--- src/rtl/rde_pkg.sv ---
package rde_pkg;
    localparam int LANE_W  = 8;
    localparam int WORD_W  = 32;
    localparam int NDIR    = 2;
    localparam int DIR_RX  = 0;
    localparam int DIR_TX  = 1;
    localparam int NSTAT   = 3 * NDIR;
    localparam int REG_AW  = 4;

    typedef enum logic [REG_AW-1:0] {
        RG_CTRL     = 4'd0,
        RG_MASK     = 4'd1,
        RG_STATUS   = 4'd2,
        RG_TX_FIRST = 4'd3,
        RG_TX_MID   = 4'd4,
        RG_TX_LAST  = 4'd5,
        RG_TX_CUR   = 4'd6,
        RG_RX_FIRST = 4'd7,
        RG_RX_MID   = 4'd8,
        RG_RX_LAST  = 4'd9,
        RG_RX_CUR   = 4'd10
    } reg_id_e;

    typedef struct packed {
        logic mid;
        logic last;
    } ring_evt_t;

    function automatic logic [WORD_W-1:0] pack_lanes(input logic [LANE_W-1:0] c0,
                                                     input logic [LANE_W-1:0] c1);
        return {{(WORD_W-2*LANE_W){1'b0}}, c1, c0};
    endfunction
endpackage

--- src/rtl/rde_ring.sv ---
module rde_ring
    import rde_pkg::*;
#(
    parameter int AW = 16
) (
    input  logic          clk,
    input  logic          rst,
    input  logic          load,
    input  logic          step,
    input  logic [AW-1:0] first_a,
    input  logic [AW-1:0] mid_a,
    input  logic [AW-1:0] last_a,
    output logic [AW-1:0] cur,
    output ring_evt_t     ev
);
    always_comb begin
        ev.mid  = step && (cur == mid_a);
        ev.last = step && (cur == last_a);
    end

    always_ff @(posedge clk) begin
        if (rst)       cur <= '0;
        else if (load) cur <= first_a;
        else if (step) cur <= (cur == last_a) ? first_a : cur + 1'b1;
    end

    p_idle_hold_r2: assert property (@(posedge clk) disable iff (rst)
        (!load && !step) |=> $stable(cur));
    p_wrap_r5: assert property (@(posedge clk) disable iff (rst)
        (step && !load && cur == last_a) |=> (cur == $past(first_a)));
endmodule

--- src/rtl/rde_regs.sv ---
module rde_regs
    import rde_pkg::*;
#(
    parameter int AW = 16
) (
    input  logic              clk,
    input  logic              rst,
    input  logic              we,
    input  logic [REG_AW-1:0] addr,
    input  logic [WORD_W-1:0] wdata,
    output logic [WORD_W-1:0] rdata,
    input  ring_evt_t         ev      [NDIR],
    input  logic [AW-1:0]     cur     [NDIR],
    output logic              run,
    output logic              run_start,
    output logic [AW-1:0]     first_a [NDIR],
    output logic [AW-1:0]     mid_a   [NDIR],
    output logic [AW-1:0]     last_a  [NDIR],
    output logic              irq
);
    logic [NSTAT-1:0] status, mask, clr_v, set_v;
    logic             unused_hi;

    assign unused_hi = ^wdata[WORD_W-1:AW];
    assign run_start = we && (addr == RG_CTRL) && wdata[0] && !run;
    assign irq       = |(status & mask);

    always_comb begin
        clr_v = (we && addr == RG_STATUS) ? wdata[NSTAT-1:0] : '0;
        set_v = '0;
        for (int d = 0; d < NDIR; d++) begin
            set_v[2*d]      = ev[d].mid;
            set_v[2*d+1]    = ev[d].last;
            set_v[2*NDIR+d] = (ev[d].mid && status[2*d]) || (ev[d].last && status[2*d+1]);
        end
    end

    always_ff @(posedge clk) begin
        if (rst) begin
            run    <= 1'b0;
            mask   <= '0;
            status <= '0;
            for (int d = 0; d < NDIR; d++) begin
                first_a[d] <= '0;
                mid_a[d]   <= '0;
                last_a[d]  <= '0;
            end
        end else begin
            status <= (status & ~clr_v) | set_v;
            if (we) begin
                case (addr)
                    RG_CTRL:     run             <= wdata[0];
                    RG_MASK:     mask            <= wdata[NSTAT-1:0];
                    RG_TX_FIRST: first_a[DIR_TX] <= wdata[AW-1:0];
                    RG_TX_MID:   mid_a[DIR_TX]   <= wdata[AW-1:0];
                    RG_TX_LAST:  last_a[DIR_TX]  <= wdata[AW-1:0];
                    RG_RX_FIRST: first_a[DIR_RX] <= wdata[AW-1:0];
                    RG_RX_MID:   mid_a[DIR_RX]   <= wdata[AW-1:0];
                    RG_RX_LAST:  last_a[DIR_RX]  <= wdata[AW-1:0];
                    default: ;
                endcase
            end
        end
    end

    always_comb begin
        rdata = '0;
        case (addr)
            RG_CTRL:     rdata[0]         = run;
            RG_MASK:     rdata[NSTAT-1:0] = mask;
            RG_STATUS:   rdata[NSTAT-1:0] = status;
            RG_TX_FIRST: rdata[AW-1:0]    = first_a[DIR_TX];
            RG_TX_MID:   rdata[AW-1:0]    = mid_a[DIR_TX];
            RG_TX_LAST:  rdata[AW-1:0]    = last_a[DIR_TX];
            RG_TX_CUR:   rdata[AW-1:0]    = cur[DIR_TX];
            RG_RX_FIRST: rdata[AW-1:0]    = first_a[DIR_RX];
            RG_RX_MID:   rdata[AW-1:0]    = mid_a[DIR_RX];
            RG_RX_LAST:  rdata[AW-1:0]    = last_a[DIR_RX];
            RG_RX_CUR:   rdata[AW-1:0]    = cur[DIR_RX];
            default: ;
        endcase
    end

    p_w1c_r8: assert property (@(posedge clk) disable iff (rst)
        (we && addr == RG_STATUS && wdata[0] && !ev[DIR_RX].mid) |=> !status[0]);
    p_sticky_r7: assert property (@(posedge clk) disable iff (rst)
        (status[2*NDIR] && !clr_v[2*NDIR]) |=> status[2*NDIR]);
    p_start_r2: assert property (@(posedge clk) disable iff (rst)
        run_start |=> run);
endmodule

--- src/rtl/ring_dma_engine.sv ---
module ring_dma_engine
    import rde_pkg::*;
#(
    parameter int AW = 16
) (
    input  logic              clk,
    input  logic              rst,
    input  logic              reg_we,
    input  logic [REG_AW-1:0] reg_addr,
    input  logic [WORD_W-1:0] reg_wdata,
    output logic [WORD_W-1:0] reg_rdata,
    input  logic              fsync,
    input  logic [LANE_W-1:0] rx_ch0,
    input  logic [LANE_W-1:0] rx_ch1,
    output logic [LANE_W-1:0] tx_ch0,
    output logic [LANE_W-1:0] tx_ch1,
    output logic              mem_req,
    output logic              mem_we,
    output logic [AW-1:0]     mem_addr,
    output logic [WORD_W-1:0] mem_wdata,
    input  logic [WORD_W-1:0] mem_rdata,
    output logic              irq
);
    logic              run, run_start, rd_pend, ld_pend, strobe_ok;
    logic [NDIR-1:0]   step_v;
    logic [AW-1:0]     first_a [NDIR];
    logic [AW-1:0]     mid_a   [NDIR];
    logic [AW-1:0]     last_a  [NDIR];
    logic [AW-1:0]     cur     [NDIR];
    ring_evt_t         ev      [NDIR];
    logic [WORD_W-1:0] tx_word;
    logic              unused_tx;

    assign strobe_ok = fsync && run && !rd_pend && !ld_pend;

    always_comb begin
        step_v         = '0;
        step_v[DIR_RX] = strobe_ok;
        step_v[DIR_TX] = ld_pend;
    end

    rde_regs #(.AW(AW)) u_regs (
        .clk(clk), .rst(rst), .we(reg_we), .addr(reg_addr), .wdata(reg_wdata),
        .rdata(reg_rdata), .ev(ev), .cur(cur), .run(run), .run_start(run_start),
        .first_a(first_a), .mid_a(mid_a), .last_a(last_a), .irq(irq)
    );

    for (genvar d = 0; d < NDIR; d++) begin : g_dir
        rde_ring #(.AW(AW)) u_ring (
            .clk(clk), .rst(rst), .load(run_start), .step(step_v[d]),
            .first_a(first_a[d]), .mid_a(mid_a[d]), .last_a(last_a[d]),
            .cur(cur[d]), .ev(ev[d])
        );
    end

    assign mem_req   = strobe_ok || rd_pend;
    assign mem_we    = strobe_ok;
    assign mem_addr  = strobe_ok ? cur[DIR_RX] : cur[DIR_TX];
    assign mem_wdata = pack_lanes(rx_ch0, rx_ch1);

    always_ff @(posedge clk) begin
        if (rst) begin
            rd_pend <= 1'b0;
            ld_pend <= 1'b0;
            tx_word <= '1;
        end else begin
            rd_pend <= run_start || strobe_ok;
            ld_pend <= rd_pend;
            if (ld_pend) tx_word <= mem_rdata;
        end
    end

    assign tx_ch0    = tx_word[LANE_W-1:0];
    assign tx_ch1    = tx_word[2*LANE_W-1:LANE_W];
    assign unused_tx = ^tx_word[WORD_W-1:2*LANE_W];

    p_fetch_r4: assert property (@(posedge clk) disable iff (rst)
        rd_pend |-> (mem_req && !mem_we && mem_addr == cur[DIR_TX]));
    p_load_r4: assert property (@(posedge clk) disable iff (rst)
        ld_pend |=> (tx_ch0 == $past(mem_rdata[LANE_W-1:0])));
    p_stopped_r2: assert property (@(posedge clk) disable iff (rst)
        !run |-> !(mem_req && mem_we));
    p_rx_word_r3: assert property (@(posedge clk) disable iff (rst)
        (mem_req && mem_we) |-> (mem_addr == cur[DIR_RX] && mem_wdata[2*LANE_W-1:LANE_W] == rx_ch1));
endmodule

--- config.mk ---
export PLATFORM = sky130hd
export DESIGN_NAME = ring_dma_engine
export DESIGN_NICKNAME = d
export VERILOG_FILES = /design/src/rtl/rde_pkg.sv /design/src/rtl/rde_ring.sv /design/src/rtl/rde_regs.sv /design/src/rtl/ring_dma_engine.sv
export SDC_FILE = /design/constraint.sdc
export NUM_CORES = 1
export LEC_CHECK = 0
export BUFFER_PORTS_ARGS = -buffer_cell sky130_fd_sc_hd__buf_2
export CORE_MARGIN = 2
export CORE_UTILIZATION = 40
export CTS_CLUSTER_DIAMETER = 40
export CTS_CLUSTER_SIZE = 20
export DETAILED_ROUTE_END_ITERATION = 8
export HOLD_SLACK_MARGIN = 0.12
export PLACE_DENSITY = 0.61
export SYNTH_ARGS = -nofsm -noshare
export SYNTH_HDL_FRONTEND = slang
export SYNTH_SLANG_ARGS = --single-unit
--- constraint.sdc ---
create_clock -name clk -period 3.56 [get_ports clk]
set_clock_uncertainty 0.05 [all_clocks]
set_input_delay 0.356 -clock clk [delete_from_list [all_inputs] [get_ports clk]]
set_output_delay 0.356 -clock clk [all_outputs]
set_load 0.005 [all_outputs]
==> reports/results.tsv, run 1 <==
stage	metric	value	unit
status	status	completed	
setup_path	reg2reg_depth	7	
synth	synthFlopType	dfxtp_1	
cells_and_area	syn2layout_area_growth	11.1	%
synth	async_flop_share	0	
die	die_area	23600	um^2
sta	relSlewSlack	0.329	
grt	antenna_found_initial	0	
clock_network	clock-root-buffer	clkbuf_16	
placement	dpl.hpwl	21400	um
synth	netlist_area	8960	um^2
clock_network	clk_pin_slew	0.07	ns
setup_path	reg2reg_slack	1.01	ns
grt	grt_pass1_vias	7790	
sta	worst_slack	0.553	ns
worst_hold_path	hold_start	reg_wdata[6]	
sta	slew_violations	0	
setup_path	startpoint_type	flip-flop	
grt	grt_pass1_wl	46700	um
cells_and_area	final_util	0.454	
synth	yosys_warnings	0	
drt	dr_total_vias	8711	
worst_hold_path	min_path_cells	3	
die	ios	187	
grt	grtUsageTotal	0.251	
placement	place.gp.congestion	0.956	
setup_path	crit_type	reg2out	
cells_and_area	fin_nets	1311	
synth	synth_area_leader_cell	dfxtp_1	
die	initial_core_util	0.409	
clock_network	htreeDepth	4	
sta	finalHoldViolations	0	
synth	synth.mux.area_fraction	0.00936	
drt	detail_route.drc_violations	0	
synth	synth-xor-area-share	0.0626	
die	rows	54	
run	cap_violations	0	
drt	viasPerCell	5.76	
synth	synth_cell_types	64	
placement	portBuffers	90	
setup_path	path_max_fanout	24	
clock_network	postCtsSetupBuffers	0	
pwr	cellPowerDensity	390	nW/um^2
synth	synth_area_leaders	dfxtp_1 (36%), nand2_1 (12%), a21oi_1 (6.6%)	
cells_and_area	final_layout_size_suffix_gt1_frac	0.138	
worst_hold_path	hold_class	in2reg	
grt	grt-ovfl-total	0	
sta	period_needed	3.01	ns
clock_network	clock_sinks	159	
drt	drt_iter0_drc	886	
clock_network	cts_buffers	17	
cells_and_area	instances_no_fill	1513	
cells_and_area	num_antenna_cells	0	
synth	synth_edf_count	0	
synth	yosysMostFrequentCell	nand2_1	
synth	synth-adder-area-share	0.00279	
sta	setup_viol	0	
clock_network	cts_buffer_depth	2	
pwr	ir_worst_vdd	0.311	mV
drt	drt_pre_antenna_iters	6	
sta	fmax	333	MHz
synth	ys_seq_area_frac	0.355	
sta	worst_pin_slew	1.00	ns
worst_hold_path	whs_endpoint	u_regs.mid_a[22]$_SDFFE_PP0P_	
setup_path	cp.arrival	2.60	ns
synth	synth_compound_area_frac	0.201	
setup_path	r2r_end	g_dir[1].u_ring.cur[10]$_SDFFE_PP0P_	
die	core_area	21900	um^2
sta	tns	0	ns
die	die_h	154	um
sta	post-route-period-util	0.845	
grt	grt_max_degree	82	
synth	yosys.area_share.simple	0.264	
synth	synth_commonest_cells	nand2_1 (294), dfxtp_1 (159), a21oi_1 (119)	
synth	yosysTopAreaCellShare	0.355	
placement	post-place-ws	0.886	ns
drt	wl_per_cell	20.1	um
synth	synthCells	1194	
synth	synth_top_family_by_area	simple AND/OR/NAND/NOR gates	
setup_path	worst_setup_path_end_kind	output port	
drt	drt_wl_total	30400	um
cells_and_area	nFillCells	2237	
synth	avgSynthCellArea	7.50	um^2
pwr	power.leakage	3.56	nW
clock_network	clock_latency	0.43	ns
placement	dpl.cell_count	1466	
die	die_w	154	um
clock_network	cts_tree	yes	
sta	rsz0062_at_grt	false	
setup_path	critPathRequiredTime	3.15	ns
setup_path	r2r-start	g_dir[1].u_ring.cur[10]$_SDFFE_PP0P_	
drt	ant_nets	0	
synth	ys_ff_latch	159	
[logic make-up after synthesis]
| kind of cell | Yosys count |
|---|---|
| adders and majority gates | 2 |
| buffers and inverters | 169 |
| other | 1 |
| DFF | 159 |
| muxes | 8 |
| AOI/OAI and AO/OA | 283 |
| and+or+nand+nor | 508 |
| xor gates and xnor gates | 64 |
[layer usage]
layer | wire (um) | share of wire | track usage | vias up
li1 | - | - | - | 4122
met1 | 13700 | 0.45 | 0.365 | 4110
met2 | 13600 | 0.45 | 0.385 | 428
met3 | 2620 | 0.086 | 0.0451 | 51
met4 | 557 | 0.018 | 0.0660 | 0
met5 | 0 | 0 | 0 | -
[final cells by class]
| type | instances | area [um^2] | area share |
|---|---|---|---|
| clock buffers | 18 | 439 | 0.0442 |
| clock inverters | 13 | 118 | 0.0118 |
| inverters | 5 | 18.8 | 0.00189 |
| multi-input cells | 897 | 4960 | 0.499 |
| flip-flops and latches | 159 | 3180 | 0.320 |
| well taps | 280 | 350 | 0.0352 |
| repair buffers | 141 | 876 | 0.0881 |
[report_power, final]
part	total [mW]	internal, mW	switching [mW]
Sequential	1.82	1.80	0.0200
Combinational	0.309	0.0919	0.217
Clock	1.75	0.976	0.775
[registers in the layout (all words and copies together) (netlist names)]
| signal | cells |
|---|---|
| u_regs.run | 1 |
| u_regs.first_a | 32 |
| u_regs.mid_a | 32 |
| u_regs.mask | 6 |
| ld_pend | 1 |
| u_regs.status | 6 |
| g_dir.u_ring.cur | 32 |
| u_regs.last_a | 32 |
| rd_pend | 1 |
| tx_word | 16 |
[worst max-delay path, cell delays in order (launching register included)]
cell     delay (ns)
dfxtp_2        0.32
inv_1          0.34
nand4_1        0.15
buf_4          0.27
inv_1          0.38
buf_4          0.32
nand2_1        0.07
o21ai_0        0.13
buf_2          0.18
[how the worst max path moves through the flow]
stage / depth (start not counted) / from / end / slack [ns]
final: 8 / ld_pend$_SDFF_PP0_ / mem_addr[12] / 0.55
after global routing: 8 / ld_pend$_SDFF_PP0_ / mem_addr[12] / 0.46
after CTS: 8 / ld_pend$_SDFF_PP0_ / mem_addr[12] / 0.63
after detailed placement: 7 / reg_wdata[0] / g_dir[1].u_ring.cur[8]$_SDFFE_PP0P_ / 0.89
after global placement: 7 / reg_wdata[0] / g_dir[1].u_ring.cur[8]$_SDFFE_PP0P_ / 0.90
after floorplan: 7 / reg_addr[2] / reg_rdata[11] / 1.59
[timing repair]
action,CTS,global route
hold buffers,16,0
hold endpoints to repair,16,0
resized for setup,0,0
[cell usage in the layout, fill, tap and decap left out, types with 4 or more instances in the layout]
cell type | Yosys | routed
nand2_1 | 294 | 294
dfxtp_1 | 159 | 158
a21oi_1 | 119 | 119
buf_2 | 37 | 89
a22oi_1 | 54 | 54
nand3_1 | 52 | 52
xnor2_1 | 52 | 52
buf_4 | 60 | 36
conb_1 | 1 | 32
nor2_1 | 30 | 30
o21ai_0 | 27 | 27
nand4_1 | 25 | 25
a31oi_1 | 22 | 22
nor2b_1 | 20 | 20
a211o_1 | 17 | 17
clkbuf_16 | 0 | 17
nor3_1 | 16 | 16
dlygate4sd3_1 | 0 | 16
a221oi_1 | 12 | 12
xor2_1 | 12 | 12
and2_1 | 11 | 11
and3_1 | 10 | 10
a22o_1 | 8 | 8
nor4_1 | 8 | 8
nand2b_1 | 6 | 6
nand4b_1 | 6 | 6
inv_1 | 5 | 5
mux2i_1 | 5 | 5
clkinvlp_4 | 0 | 5
nor3b_1 | 4 | 4
a41oi_1 | 4 | 4
or4_1 | 4 | 4
[stage by stage]
step / cell area [um^2] / hold WS, ns / power, mW
after global placement: 9230 / 0.416 / 2.14
after floorplan: 9070 / 0.386 / 2.08
after detailed placement: 9230 / 0.425 / 2.14
after CTS: 9950 / 0.175 / 3.89
final: 9950 / 0.186 / 3.88
after global routing: 9950 / 0.177 / 4.01
Power figures use the tool's default switching activity.
==> run 2: changes to the inputs <==
--- a/config.mk
+++ b/config.mk
@@ -12,7 +12,7 @@
 export CTS_CLUSTER_SIZE = 20
 export DETAILED_ROUTE_END_ITERATION = 8
 export HOLD_SLACK_MARGIN = 0.12
-export PLACE_DENSITY = 0.61
+export PLACE_DENSITY = 0.64
 export SYNTH_ARGS = -nofsm -noshare
 export SYNTH_HDL_FRONTEND = slang
 export SYNTH_SLANG_ARGS = --single-unit
==> constraint.sdc (replaced) <==
create_clock -name clk -period 2.6 [get_ports clk]
set_clock_uncertainty 0.05 [all_clocks]
set_input_delay 0.26 -clock clk [delete_from_list [all_inputs] [get_ports clk]]
set_output_delay 0.26 -clock clk [all_outputs]
set_load 0.005 [all_outputs]
==> run 2 against run 1 <==
Wire length rose by 1.3%. Global-route usage increased by 0.40 points. Core utilization increased by 1.8 points. Non-clock buffer count grew 45. Sequential cell count did not move. Sequential power grew 37%. Via count rose by 2.1%. Combinational power rose by 54%. Count of clock-buffer cells in the layout grew 1. Clock power rose by 43%. Setup slack lost 0.33 ns. Register-to-register slack lost 0.79 ns. Largest cell class unchanged. Highest routed layer unchanged.
==> reports/results.tsv, run 2 (same netlist as run 1, synthesis figures left out) <==
stage	metric	value	unit	change
cells_and_area	fin_nets	1356		+3.4%
setup_path	path_max_fanout	8		-67%
grt	met1_usage	0.356		-0.00858
setup_path	startpoint_type	flip-flop		
sta	rsz0062_at_grt	false		
worst_hold_path	hold_class	in2reg		
sta	period_needed	2.38	ns	
drt	wl_per_cell	19.8	um	-1.7%
die	die_area	23600	um^2	unchanged
die	die_w	154	um	unchanged
cells_and_area	most-common-layout-cells	nand2_1 (294), dfxtp_1 (158), a21oi_1 (119)		
sta	fmax	421	MHz	
cells_and_area	num_antenna_cells	0		unchanged
sta	holdWs	0.137	ns	-0.0499 ns
setup_path	cp.arrival	2.67	ns	+0.07 ns
die	core_area	21900	um^2	unchanged
sta	tns	0	ns	unchanged
clock_network	clk_pin_slew	0.07	ns	about the same
drt	drt_pre_antenna_iters	5		-1
setup_path	r2r-start	u_regs.last_a[10]$_SDFFE_PP0P_		
cells_and_area	nFillCells	2205		-1.4%
pwr	power.leakage	3.80	nW	+6.9%
clock_network	clock_latency	0.43	ns	about the same
clock_network	cts_buffer_depth	2		unchanged
placement	portBuffers	90		unchanged
cells_and_area	instances_no_fill	1559		+3.0%
run	cap_violations	0		unchanged
drt	viasPerCell	5.70		-0.93%
pwr	cellPowerDensity	529	nW/um^2	+36%
setup_path	worst_path_max_delay_cell	nor4_2		
placement	dpl.cell_count	1501		+2.4%
drt	drt_iter0_drc	952		+7.4%
setup_path	path_cells	xnor2_1 -> nand4_1 -> nor4_2 -> and2_1 -> o21ai_0 -> a31oi_1		
clock_network	postCtsHoldBufs	26		+10
pwr	ir_worst_vdd	0.339	mV	+8.9%
setup_path	worst_setup_path_end_kind	flip-flop		
setup_path	cpPeakStageDelay	0.59	ns	+0.21 ns
grt	grt-ovfl-total	0		unchanged
setup_path	crit_path_start	u_regs.last_a[10]$_SDFFE_PP0P_		
setup_path	crit_type	reg2reg		
cells_and_area	seq_area	3180	um^2	unchanged
die	rows	54		unchanged
die	initial_core_util	0.409		unchanged
cells_and_area	syn2layout_area_growth	15.5	%	
grt	antenna_found_initial	0		unchanged
clock_network	clock-root-buffer	clkbuf_16		
drt	dr_total_vias	8892		+2.1%
grt	grtUsageTotal	0.255		+0.00395
cells_and_area	final_layout_size_suffix_gt1_frac	0.160		+0.0224
clock_network	htreeDepth	4		unchanged
clock_network	clock_sinks	159		unchanged
clock_network	cts_tree	yes		
worst_hold_path	hold_start	reg_wdata[1]		
sta	worst_pin_slew	0.990	ns	-0.0127 ns
sta	relSlewSlack	0.340		+0.0110
status	status	completed		
die	die_h	154	um	unchanged
grt	met2_usage	0.389		+0.00444
sta	setup_viol	0		unchanged
grt	busiest_layer	met2		
clock_network	cts_resized	0		unchanged
placement	place.gp.congestion	0.935		-2.2%
cells_and_area	multi_input_area	4960	um^2	unchanged
placement	dpl.hpwl	21500	um	+0.51%
setup_path	critPathRequiredTime	2.89	ns	-0.26 ns
sta	slew_violations	0		unchanged
grt	met3_usage	0.0538		+0.00874
clock_network	cts_buffers	17		unchanged
grt	grt_max_degree	84		+2.4%
grt	grt_pass1_vias	8020		+3.0%
drt	ant_nets	0		unchanged
clock_network	postCtsSetupBuffers	0		unchanged
die	ios	187		unchanged
sta	post-route-period-util	0.914		
grt	grt_pass1_wl	47000	um	+0.65%
cells_and_area	layout_commonest_cell	nand2_1		
drt	drt_wl_total	30800	um	+1.3%
sta	finalHoldViolations	0		unchanged
drt	detail_route.drc_violations	0		unchanged
run 2: cell types whose count changed in the layout (fill, tap and decap cells not counted), sizes merged:
cell         previous run  this run
clkinvlp                5         3
clkbuf                 18        19
bufinv                  1         2
dlygate4sd3            16        26
inv                     6         7
buf                   125       160
run 2: metal layers:
layer,up-vias,routed length [um]
met3,65,2810
li1,4206,-
met2,474,13600
met4,0,908
met1,4147,13500
met5,-,0
run 2: worst paths after layout:
| check | end | slack (ns) | depth (start not counted) |
|---|---|---|---|
| max | g_dir[1].u_ring.cur[13]$_SDFFE_PP0P_ | 0.22 | 6 |
| min | u_regs.first_a[17]$_SDFFE_PP0P_ | 0.14 | 3 |
| max reg2reg | g_dir[1].u_ring.cur[13]$_SDFFE_PP0P_ | 0.22 | 6 |
| min reg2reg | u_regs.mask[0]$_SDFFE_PP0P_ | 0.43 | 2 |
run 2: worst max-delay path, delay by kind of cell (launching register included):
family / cells / cell delay [ns]
AOI/OAI and AO/OA: 2 / 0.32
xor gates and xnor gates: 1 / 0.35
DFF: 1 / 0.36
and+or+nand+nor: 3 / 1.20
run 2: area by class of cell:
type                       instances  share of cell area
tap                              280              0.0339
timing repair buffer             186               0.121
clock inverter                    13              0.0133
sequential                       159               0.308
inverter                           5             0.00181
multi-input combinational        897               0.479
clock buffer                      19              0.0428
run 2: stage by stage:
step / power [mW] / setup slack (ns) / cell area, um^2 / utilization
after global routing: 5.64 / 0.0620 / 10300 / 0.473
after detailed placement: 2.97 / 0.264 / 9500 / 0.434
after floorplan: 2.85 / 0.684 / 9070 / -
after CTS: 5.49 / 0.279 / 10300 / 0.473
final: 5.48 / 0.222 / 10300 / 0.473
after global placement: 2.97 / 0.257 / 9500 / 0.434
run 2: power breakdown:
group	internal, mW	switching, mW	leakage [nW]
combinational	0.167	0.308	2.24
clock	1.44	1.07	0.280
sequential	2.46	0.0274	1.28
